==> config.mk <==
export PLATFORM = sky130hd
export DESIGN_NAME = a429_tx_chan
export DESIGN_NICKNAME = d
export VERILOG_FILES = /design/src/rtl/a429_pkg.sv /design/src/rtl/a429_ctrl_regs.sv /design/src/rtl/a429_word_fifo.sv /design/src/rtl/a429_serializer.sv /design/src/rtl/a429_tx_chan.sv
export SDC_FILE = /design/constraint.sdc
export NUM_CORES = 1
export LEC_CHECK = 0
export ABC_CLOCK_PERIOD_IN_PS = 8300
export BUFFER_PORTS_ARGS = -buffer_cell sky130_fd_sc_hd__buf_4
export CAP_MARGIN = 20
export CELL_PAD_IN_SITES_DETAIL_PLACEMENT = 2
export CELL_PAD_IN_SITES_GLOBAL_PLACEMENT = 2
export CORE_AREA = 2 2 220 222
export DETAILED_ROUTE_END_ITERATION = 8
export DIE_AREA = 0 0 222 224
export GPL_TIMING_DRIVEN = 0
export HOLD_SLACK_MARGIN = 0.08
export PLACE_DENSITY_LB_ADDON = 0.1
export SYNTH_ARGS = -nofsm -noshare
export SYNTH_HDL_FRONTEND = slang
export SYNTH_SLANG_ARGS = --single-unit
==> constraint.sdc <==
create_clock -name clk -period 8.3 [get_ports clk]
set_clock_uncertainty 0.15 [all_clocks]
set_input_delay 1.245 -clock clk [delete_from_list [all_inputs] [get_ports clk]]
set_output_delay 1.245 -clock clk [all_outputs]
set_load 0.005 [all_outputs]
==> src/rtl/a429_pkg.sv <==
// Shared constants and types for the transmit channel.
// Assumes a 16-bit host port and 32-bit line words.
package a429_pkg;
    localparam logic [1:0] ADDR_CTRL = 2'd0;
    localparam logic [1:0] ADDR_MSW  = 2'd1;
    localparam logic [1:0] ADDR_LSW  = 2'd2;

    localparam int EN_BIT   = 15;
    localparam int ODD_BIT  = 11;
    localparam int PAR_BIT  = 10;
    localparam int GAP_HI   = 9;
    localparam int GAP_LO   = 5;
    localparam int FIFO_BIT = 4;
    localparam int GAP_W    = GAP_HI - GAP_LO + 1;

    typedef struct packed {
        logic             en;
        logic             odd;
        logic             par;
        logic [GAP_W-1:0] gap;
        logic             fifo_on;
    } ctrl_t;

    typedef enum logic [1:0] {S_IDLE, S_SEND, S_GAP} ser_state_t;
endpackage

==> src/rtl/a429_ctrl_regs.sv <==
// Control register, write filter, arming logic and upper-half staging.
// Assumes at most one host write per cycle. Produces the queue push and flush requests.
module a429_ctrl_regs
    import a429_pkg::*;
(
    input  logic        clk,
    input  logic        rst_n,
    input  logic        wr_en,
    input  logic [1:0]  addr,
    input  logic [15:0] wr_data,
    input  logic        drained,
    output ctrl_t       ctrl,
    output logic        flush,
    output logic        push,
    output logic [31:0] push_word,
    output logic        bad_wr
);
    ctrl_t       nxt;
    logic        ctrl_wr;
    logic        illegal;
    logic        armed;
    logic [15:0] msw_q;
    logic        unused_bits;

    // Decode the proposed new control value from the write data.
    always_comb begin
        nxt.en      = wr_data[EN_BIT];
        nxt.odd     = wr_data[ODD_BIT];
        nxt.par     = wr_data[PAR_BIT];
        nxt.gap     = wr_data[GAP_HI:GAP_LO];
        nxt.fifo_on = wr_data[FIFO_BIT];
    end

    assign unused_bits = ^{wr_data[14:12], wr_data[3:0]};
    assign ctrl_wr   = wr_en && (addr == ADDR_CTRL);
    assign illegal   = ctrl_wr && ctrl.en && !nxt.en && ctrl.fifo_on && !nxt.fifo_on;
    assign flush     = ctrl_wr && !illegal && !nxt.fifo_on;
    assign push      = wr_en && (addr == ADDR_LSW) && ctrl.fifo_on && armed;
    assign push_word = {msw_q, wr_data};

    // Control register: accepts every write except the forbidden double clear.
    always_ff @(posedge clk) begin
        if (!rst_n)
            ctrl <= '0;
        else if (ctrl_wr && !illegal)
            ctrl <= nxt;
    end

    // Arming: set by an enable rise, dropped by an enable clear or a drained line.
    always_ff @(posedge clk) begin
        if (!rst_n)
            armed <= 1'b0;
        else if (ctrl_wr && !illegal) begin
            if (!nxt.en)
                armed <= 1'b0;
            else if (!ctrl.en)
                armed <= 1'b1;
        end else if (drained)
            armed <= 1'b0;
    end

    // Staging register for the upper data half.
    always_ff @(posedge clk) begin
        if (!rst_n)
            msw_q <= '0;
        else if (wr_en && addr == ADDR_MSW)
            msw_q <= wr_data;
    end

    // One-cycle pulse that reports a rejected control write.
    always_ff @(posedge clk) begin
        if (!rst_n)
            bad_wr <= 1'b0;
        else
            bad_wr <= illegal;
    end

    // a rejected write leaves the control register untouched.
    a_r9_ignored: assert property (@(posedge clk) disable iff (!rst_n)
        bad_wr |-> $stable(ctrl));
endmodule

==> src/rtl/a429_word_fifo.sv <==
// Synchronous word queue with flush. Pushes while full are dropped.
// Pops while empty are ignored. Data at the head is readable combinationally.
module a429_word_fifo #(
    parameter int W     = 32,
    parameter int DEPTH = 8
) (
    input  logic                       clk,
    input  logic                       rst_n,
    input  logic                       push,
    input  logic [W-1:0]               push_data,
    input  logic                       pop,
    input  logic                       flush,
    output logic [W-1:0]               head,
    output logic [$clog2(DEPTH+1)-1:0] count
);
    localparam int AW = (DEPTH > 1) ? $clog2(DEPTH) : 1;
    localparam int CW = $clog2(DEPTH + 1);

    logic [W-1:0]  mem [DEPTH];
    logic [AW-1:0] wptr, rptr;
    logic          do_push, do_pop;

    assign do_push = push && (count < CW'(DEPTH));
    assign do_pop  = pop && (count != '0);
    assign head    = mem[rptr];

    // Pointer and occupancy bookkeeping; flush wins over everything.
    always_ff @(posedge clk) begin
        if (!rst_n || flush) begin
            wptr  <= '0;
            rptr  <= '0;
            count <= '0;
        end else begin
            if (do_push)
                wptr <= (wptr == AW'(DEPTH - 1)) ? '0 : wptr + 1'b1;
            if (do_pop)
                rptr <= (rptr == AW'(DEPTH - 1)) ? '0 : rptr + 1'b1;
            count <= count + CW'(do_push) - CW'(do_pop);
        end
    end

    // Storage write; contents need no reset.
    always_ff @(posedge clk) begin
        if (do_push)
            mem[wptr] <= push_data;
    end

    // occupancy never exceeds the depth.
    a_r3_no_overflow: assert property (@(posedge clk) disable iff (!rst_n)
        count <= CW'(DEPTH));
    // a push into a full queue changes nothing.
    a_r3_full_drop: assert property (@(posedge clk) disable iff (!rst_n)
        (push && count == CW'(DEPTH) && !pop && !flush) |=> count == CW'(DEPTH));
    // a flush leaves the queue empty.
    a_r8_flush_empty: assert property (@(posedge clk) disable iff (!rst_n)
        flush |=> count == '0);
endmodule

==> src/rtl/a429_serializer.sv <==
// Bit serializer: sends LSB first, two half-ticks per bit (active then null),
// then a programmable null gap. Assumes half_tick is a one-cycle strobe.
module a429_serializer
    import a429_pkg::*;
#(
    parameter int WORD_W = 32
) (
    input  logic              clk,
    input  logic              rst_n,
    input  logic              half_tick,
    input  ctrl_t             ctrl,
    input  logic              fifo_empty,
    input  logic [WORD_W-1:0] fifo_head,
    output logic              pop,
    output logic              drained,
    output logic              line_hi,
    output logic              line_lo,
    output logic              eot
);
    localparam int BW = $clog2(WORD_W);
    localparam int GW = GAP_W + 1;

    ser_state_t        state;
    logic [WORD_W-1:0] shreg;
    logic [BW-1:0]     bitcnt;
    logic              half;
    logic [GW-1:0]     gcnt;
    logic              word_end, can_start;
    logic [WORD_W-1:0] loaded;

    // Apply the parity rule to the most significant sent bit.
    function automatic logic [WORD_W-1:0] fmt(input logic [WORD_W-1:0] w,
                                               input logic par, input logic odd);
        logic p;
        p = odd ? ~(^w[WORD_W-2:0]) : ^w[WORD_W-2:0];
        return par ? {p, w[WORD_W-2:0]} : w;
    endfunction

    assign loaded    = fmt(fifo_head, ctrl.par, ctrl.odd);
    assign word_end  = (state == S_SEND) && half && (bitcnt == BW'(WORD_W - 1));
    assign can_start = (state == S_IDLE) || (word_end && ctrl.gap == '0) ||
                       (state == S_GAP && gcnt == GW'(1));
    assign pop       = ctrl.en && half_tick && can_start && !fifo_empty;
    assign drained   = ctrl.en && half_tick && word_end && fifo_empty;

    // Line sequencing: load, active half, null half, gap, or abort on disable.
    always_ff @(posedge clk) begin
        if (!rst_n) begin
            state   <= S_IDLE;
            shreg   <= '0;
            bitcnt  <= '0;
            half    <= 1'b0;
            gcnt    <= '0;
            line_hi <= 1'b0;
            line_lo <= 1'b0;
        end else if (!ctrl.en) begin
            state   <= S_IDLE;
            line_hi <= 1'b0;
            line_lo <= 1'b0;
        end else if (half_tick) begin
            if (pop) begin
                state   <= S_SEND;
                shreg   <= loaded;
                bitcnt  <= '0;
                half    <= 1'b0;
                line_hi <= loaded[0];
                line_lo <= ~loaded[0];
            end else if (state == S_SEND) begin
                if (!half) begin
                    half    <= 1'b1;
                    line_hi <= 1'b0;
                    line_lo <= 1'b0;
                end else if (word_end) begin
                    state <= (ctrl.gap == '0) ? S_IDLE : S_GAP;
                    gcnt  <= {ctrl.gap, 1'b0};
                end else begin
                    bitcnt  <= bitcnt + 1'b1;
                    half    <= 1'b0;
                    shreg   <= shreg >> 1;
                    line_hi <= shreg[1];
                    line_lo <= ~shreg[1];
                end
            end else if (state == S_GAP) begin
                if (gcnt == GW'(1))
                    state <= S_IDLE;
                else
                    gcnt <= gcnt - 1'b1;
            end
        end
    end

    // End-of-transmission flag: set on a drained word end, cleared on a start.
    always_ff @(posedge clk) begin
        if (!rst_n)
            eot <= 1'b1;
        else if (pop)
            eot <= 1'b0;
        else if (drained)
            eot <= 1'b1;
    end

    // the two line wires are never driven together.
    a_r4_exclusive: assert property (@(posedge clk) disable iff (!rst_n)
        !(line_hi && line_lo));
    // a disabled channel keeps the line null.
    a_r7_abort: assert property (@(posedge clk) disable iff (!rst_n)
        !ctrl.en |=> (!line_hi && !line_lo));
    // the flag only rises when the queue was empty.
    a_r11_eot_rise: assert property (@(posedge clk) disable iff (!rst_n)
        $rose(eot) |-> $past(fifo_empty));
    // the flag only falls as a word begins on the line.
    a_r11_eot_fall: assert property (@(posedge clk) disable iff (!rst_n)
        $fell(eot) |-> (line_hi || line_lo));
endmodule

==> src/rtl/a429_tx_chan.sv <==
// Top of one transmit channel: register port, word queue and serializer.
// Assumes DEPTH <= 15 so free space fits the 4-bit read-back field.
module a429_tx_chan
    import a429_pkg::*;
#(
    parameter int DEPTH = 8
) (
    input  logic        clk,
    input  logic        rst_n,
    input  logic        wr_en,
    input  logic [1:0]  addr,
    input  logic [15:0] wr_data,
    output logic [15:0] rd_data,
    input  logic        half_tick,
    output logic        line_hi,
    output logic        line_lo,
    output logic        eot,
    output logic        bad_wr
);
    localparam int CW     = $clog2(DEPTH + 1);
    localparam int WORD_W = 32;

    ctrl_t             ctrl;
    logic              flush, push, pop, drained;
    logic [WORD_W-1:0] push_word, head;
    logic [CW-1:0]     count;
    logic [3:0]        free;

    a429_ctrl_regs u_regs (
        .clk(clk), .rst_n(rst_n), .wr_en(wr_en), .addr(addr), .wr_data(wr_data),
        .drained(drained), .ctrl(ctrl), .flush(flush), .push(push),
        .push_word(push_word), .bad_wr(bad_wr)
    );

    a429_word_fifo #(.W(WORD_W), .DEPTH(DEPTH)) u_fifo (
        .clk(clk), .rst_n(rst_n), .push(push), .push_data(push_word), .pop(pop),
        .flush(flush), .head(head), .count(count)
    );

    a429_serializer #(.WORD_W(WORD_W)) u_ser (
        .clk(clk), .rst_n(rst_n), .half_tick(half_tick), .ctrl(ctrl),
        .fifo_empty(count == '0), .fifo_head(head), .pop(pop), .drained(drained),
        .line_hi(line_hi), .line_lo(line_lo), .eot(eot)
    );

    // Free space for the read-back nibble.
    assign free = 4'(DEPTH - int'(count));

    // Read mux: only the control address returns data.
    always_comb begin
        if (addr == ADDR_CTRL)
            rd_data = {ctrl.en, 3'b000, ctrl.odd, ctrl.par, ctrl.gap, ctrl.fifo_on, free};
        else
            rd_data = '0;
    end
endmodule

==> run metrics, run 1 <==
CTS hold repair buffers 0; Startpoint Class flop; worst slew pin tran 990 ps; Fmax 250 MHz; outcome complete, no violations; nets@finish 1129; ratio of cells with drive above 1 in the final layout 16.8%; simple-gate share of the synthesized area 8.51%; Comb pwr share 1.5%; die area 0.0497 sq mm; Switch Pwr 0.751 mW; grt total ovfl 0; io pins 42; Initial Util 29.7%; Routed Antenna Nets 0; H-tree depth 2; Power per Cell Area 217 mW/mm^2; Synth Register Bits 344; cell taking the most area after synthesis edfxtp_1; Die Y 224 um; first-pass GRT wire length 63100 um; crit path DAT 4330 ps; largest net degree at the start of global routing 18; DRC 0; internal power 2.89 mW; Final HPWL DP 29900 um; Resized cells post-CTS 0; ys flop type edfxtp_1; Detailed Route WL 41900 um; register area share after synthesis 67.1%; filler instances 4819; 1st-iter DRT viols 374; Die W 222 um; final hold violations 0; num rows 80; drt via density 4.88; RSZ-0062 raised after global routing no; Post-synth EDFFs 256; most numerous cell in the Yosys netlist edfxtp_1; TritonCTS clock tree yes; worst-skew pair later-pin latency 550 ps; Leak 5.30 nW; total power 3.64 mW; GRT Total Usage 17.3%; mux cell area share after synthesis 11.0%; Synth-to-Final Area Change 19.5%; Reg area 0.00945 sq mm; antenna violations before repair 1; WL/cell 24.1 um; Synth Warn # 0; Pins Over Slew Limit 0; Tmin final 4000 ps; most common library cells after synthesis edfxtp_1 (256), nand2_1 (113), nor2_1 (93); final period utilization 48.1%; multi-input logic area 0.00428 sq mm; min-delay src u_ser.shreg[25]; Worst Path Required 8630 ps; Synth cell types 57; synthesized area 0.0141 sq mm; Sw Ratio 20.6%; Post-Synth Adder-Cell Area 1.56%; cell count after synthesis 971; Max Cap Violations 0; port bufs 37; crit path kind flop to flop; CTS root buffer clkbuf_16; Peak VDD IR 0.000120 V; Final setup viols 0; Syn Area/Cell 14.5 sq um; post-synthesis async set-or-reset flop share 0%; CTS max path bufs 3; Pre-antenna DRT Iters 4; Core Box Area 0.0473 sq mm; total clock sinks 344; Clock Pin Slew Worst Setup and Hold Paths 60 ps; crit end category flop; Yosys top cell area share 54.6%; maximum fanout along the worst path 10; min-delay worst type flop to flop; RD Place Congestion 0.722; total number of vias 8477; Synth area leaders edfxtp_1 (55%), dfxtp_1 (13%), mux2i_1 (4.6%); main combinational cell family by area after synthesis multiplexers; Slew headroom 34.0%; setup_tns 0 ps; Synth Area in XOR/XNOR 2.47%; Reg power frac 50.9%; end-of-flow core utilization 35.5%; Num CTS Buffers 42; Compound-Gate Fraction of Synth Area 6.36%; Clk pwr share 47.6%; post-CTS setup buffers 0; number of global-route vias before repair 9443
[area by class of cell]
class	count	share of cell area [%]
Clock inverter	10	0.439
Inverter	16	0.357
Sequential cell	344	56.2
Tap cell	615	4.57
Multi-Input combinational cell	558	25.4
Buffer	55	2.06
Clock buffer	66	7.21
Timing Repair Buffer	73	3.76
Antenna cell	1	0.0149
[registers in the layout, indices dropped and copies added, names as in the netlist, named ones only]
name / flops
u_fifo.rptr: 3
u_ser.gcnt: 6
u_ser.bitcnt: 5
u_ser.shreg: 31
u_regs.msw_q: 16
u_ser.eot: 1
u_fifo.mem: 256
u_regs.armed: 1
u_ser.half: 1
u_ser.line_lo: 1
u_fifo.wptr: 3
u_ser.line_hi: 1
u_regs.ctrl: 9
u_regs.bad_wr: 1
u_ser.state: 2
u_fifo.count: 4
[cells in the final DEF (no fill, tap or decap), drive strengths merged, types with 13 or more instances in the layout]
master  synthesis  final
inv            16     17
mux4           37     37
xnor2          26     26
nor2b          13     13
o21ai          14     14
ha             16     16
dfxtp          88     88
a221oi         26     26
a21oi          40     40
a311oi         28     28
nand2         113    113
mux2i          66     66
clkbuf         29     95
nor2           93     93
edfxtp        256    256
buf            26     99
[worst max-delay path: stages, from the launching register on]
cell and delay, ps:
dfxtp_1 500, clkbuf_8 260, nor2_1 130, clkbuf_1 350, buf_2 340, a221oi_1 870
xnor2_1 200, xnor2_1 180, xnor2_1 370, xnor3_1 430, o21ai_1 130
[routing by layer]
| metal | wire length [um] | up-vias | share of wire, % | track usage [%] |
|---|---|---|---|---|
| met3 | 1540 | 44 | 3.7 | 2.31 |
| li1 | - | 3902 | - | - |
| met5 | 0 | - | 0 | 0 |
| met2 | 20100 | 116 | 48 | 28.9 |
| met4 | 806 | 0 | 1.9 | 4.97 |
| met1 | 19400 | 4415 | 46 | 23.7 |
[cell families (layout without fill, tap and decap cells)]
kind of cell / Yosys count / count (layout)
compound gates: 126 / 126
xor+xnor: 35 / 35
fa+ha+maj: 17 / 17
buf+inv: 71 / 220
flops: 344 / 344
mux: 103 / 103
other cells: 1 / 4
simple gates: 274 / 274
[worst paths after layout]
| check | cells past startpoint | slack (ps) | endpoint |
|---|---|---|---|
| setup / recovery | 10 | 4300 | u_ser.shreg[31] |
| hold / removal | 2 | 310 | u_ser.shreg[25] |
| setup reg to reg | 10 | 4300 | u_ser.shreg[31] |
| hold reg to reg | 2 | 310 | u_ser.shreg[25] |
[metrics by stage]
stage | hold WS [ps] | setup WS [ps] | area (sq um) | std cells
CTS | 310 | 4150 | 16800 | 1737
global placement | 294 | -2340 | 15100 | 1625
detailed placement | 301 | 3940 | 15500 | 1661
finish | 308 | 4300 | 16800 | 1738
floorplan | 274 | 2390 | 14100 | 973
global route | 335 | 4020 | 16800 | 1737
[power groups by stage]
stage	clock network (mW)	registers (mW)	logic (mW)
finish	1.73	1.85	0.0560
global route	1.86	1.85	0.0626
detailed placement	0	1.89	0.0587
floorplan	0	1.89	0.0197
CTS	1.80	1.85	0.0589
global placement	0	1.89	0.0572
Power figures use the tool's default switching activity.
==> run 2: changes to the inputs <==
--- a/config.mk
+++ b/config.mk
@@ -5,7 +5,7 @@
 export SDC_FILE = /design/constraint.sdc
 export NUM_CORES = 1
 export LEC_CHECK = 0
-export ABC_CLOCK_PERIOD_IN_PS = 8300
+export ABC_CLOCK_PERIOD_IN_PS = 3600
 export BUFFER_PORTS_ARGS = -buffer_cell sky130_fd_sc_hd__buf_4
 export CAP_MARGIN = 20
 export CELL_PAD_IN_SITES_DETAIL_PLACEMENT = 2
==> constraint.sdc (replaced) <==
create_clock -name clk -period 3.6 [get_ports clk]
set_clock_uncertainty 0.15 [all_clocks]
set_input_delay 0.54 -clock clk [delete_from_list [all_inputs] [get_ports clk]]
set_output_delay 0.54 -clock clk [all_outputs]
set_load 0.005 [all_outputs]
==> run metrics, run 2 (same netlist as run 1, synthesis figures left out) <==
RSZ-0062 raised after global routing yes; worst path bufs/invs 1; Clock Pin Slew Worst Setup and Hold Paths 60 ps; min-delay worst type input port to flop; port bufs 37; Pre-antenna DRT Iters 4; Initial Util 29.7%; Startpoint Class flop; final hold violations 0; Final setup viols 0; Num CTS Buffers 42; worst-skew pair later-pin latency 570 ps; grt total ovfl 0; outcome complete, no violations; io pins 42; Final Hold Slack 107 ps; cell mode on critical path xnor3_1; Core Box Area 0.0473 sq mm; top flop regs u_fifo.mem (256), u_ser.shreg (31), u_regs.msw_q (16); antenna violations before repair 1; CTS max path bufs 3; RD Place Congestion 0.728; Tmin final 3490 ps; maximum fanout along the worst path 10; final period utilization 96.8%; Leak 5.36 nW; Worst Path Required 3940 ps; crit-path leading delay family XOR/XNOR gates; commonest non-fill, non-tap cell in the layout edfxtp_1; H-tree depth 2; max FFs per register 256; drt via density 4.94; Max Cap Violations 0; TritonCTS clock tree yes; crit path DAT 3820 ps; first-pass GRT wire length 63600 um; Slew headroom 37.0%; end-of-flow core utilization 36.3%; largest net degree at the start of global routing 19; worst slew pin tran 945 ps; total clock sinks 344; die area 0.0497 sq mm; nets@finish 1124; DRC 0; Final HPWL DP 29700 um; Synth-to-Final Area Change 21.9%; most frequent cells in the layout edfxtp_1 (256), nand2_1 (113), nor2_1 (92), dfxtp_1 (88), mux2i_1 (62); number of global-route vias before repair 9447; Antenna diodes 0; fin area 0.0172 sq mm; total number of vias 8572; Routed Antenna Nets 0; crit-path cells buf_6 -> mux4_1 -> mux2i_2 -> xnor2_1 -> xnor2_1 -> xnor3_1 -> xnor3_1 -> xnor3_1 -> o21ai_1; Die Y 224 um; CTS root buffer clkbuf_16; Power per Cell Area 493 mW/mm^2; Worst path max stage delay 590 ps; Peak VDD IR 0.000240 V; num rows 80; GRT Total Usage 17.5%; Die W 222 um; Fmax 287 MHz; Detailed Route WL 42700 um; Biggest register u_fifo.mem; WL/cell 24.6 um; 1st-iter DRT viols 488; Pins Over Slew Limit 0; crit path kind flop to flop; crit end category flop; slowest cell on the critical path mux4_1; ratio of cells with drive above 1 in the final layout 18.9%; dpl cell area 0.0156 sq mm
## run 2: cell count changes in the layout (fill, tap and decap cells not counted), moves of 3 or more
cell	before	now
buf_16	0	3
a221oi_2	2	12
clkbuf_2	0	6
a221oi_1	24	11
a221oi_4	0	3
dlygate4sd3_1	0	7
clkbuf_1	47	34
buf_1	6	2
clkinv_2	4	9
buf_8	3	14
buf_6	21	10
buf_4	60	46
## run 2: final timing paths
kind | start | endpoint | slack [ps] | depth (start not counted)
worst max-delay path | flop | u_ser.shreg[31] | 110 | 9
worst min register to register | u_ser.eot | u_ser.eot | 310 | 1
worst min-delay path | wr_data[4] | u_fifo.mem[5][4] | 110 | 1
worst max register to register | flop | u_ser.shreg[31] | 110 | 9
## run 2: metal layers
| metal | wire, um | share of wire (%) | GRT usage, % | up-vias |
|---|---|---|---|---|
| li1 | - | - | - | 3904 |
| met1 | 19500 | 46 | 23.5 | 4495 |
| met2 | 20700 | 48 | 29.7 | 117 |
| met3 | 1590 | 3.7 | 2.30 | 56 |
| met4 | 954 | 2.2 | 5.21 | 0 |
| met5 | 0 | 0 | 0 | - |
## run 2: repair_timing
item | in CTS | in global routing
endpoints found under the setup margin | 36 | 25
pin swaps | 2 | 0
resized for setup | 21 | 22
endpoints found under the hold margin | 56 | 0
buffers inserted | 2 | 0
hold buffers | 7 | 0
## run 2: worst register-to-register path, stage by stage (launching register included)
cell     delay (ps)
dfxtp_1         460
buf_6           240
mux4_1          590
mux2i_2         350
xnor2_1         190
xnor2_1         150
xnor3_1         490
xnor3_1         420
xnor3_1         260
o21ai_1         120
## run 2: per-stage QoR
step / power [mW] / setup WS (ps) / setup TNS [ps] / cells
finish: 8.47 / 114 / 0 / 1734
global route: 8.75 / -50.2 / -50.2 / 1734
CTS: 8.60 / -23.5 / -23.5 / 1734
detailed placement: 4.49 / -466 / -18830 / 1648
global placement: 4.49 / -2900 / -572200 / 1625
floorplan: 4.39 / -92.1 / -5600 / 973
## run 2: report_power, final
part / internal (mW) / switching [mW] / leakage, nW
Clock: 2.36 / 1.70 / 0.645
Sequential: 4.25 / 0.0200 / 2.97
Combinational: 0.0446 / 0.0941 / 1.75
## run 2: area by class of cell
cell class	count	area, sq um
Clock buffer	59	1180
Multi-Input combinational cell	558	4490
Clock inverter	19	138
Timing Repair Buffer	69	721
Inverter	16	65.1
Fill cell	4772	30200
Tap cell	615	769
Buffer	54	359
Sequential cell	344	9450
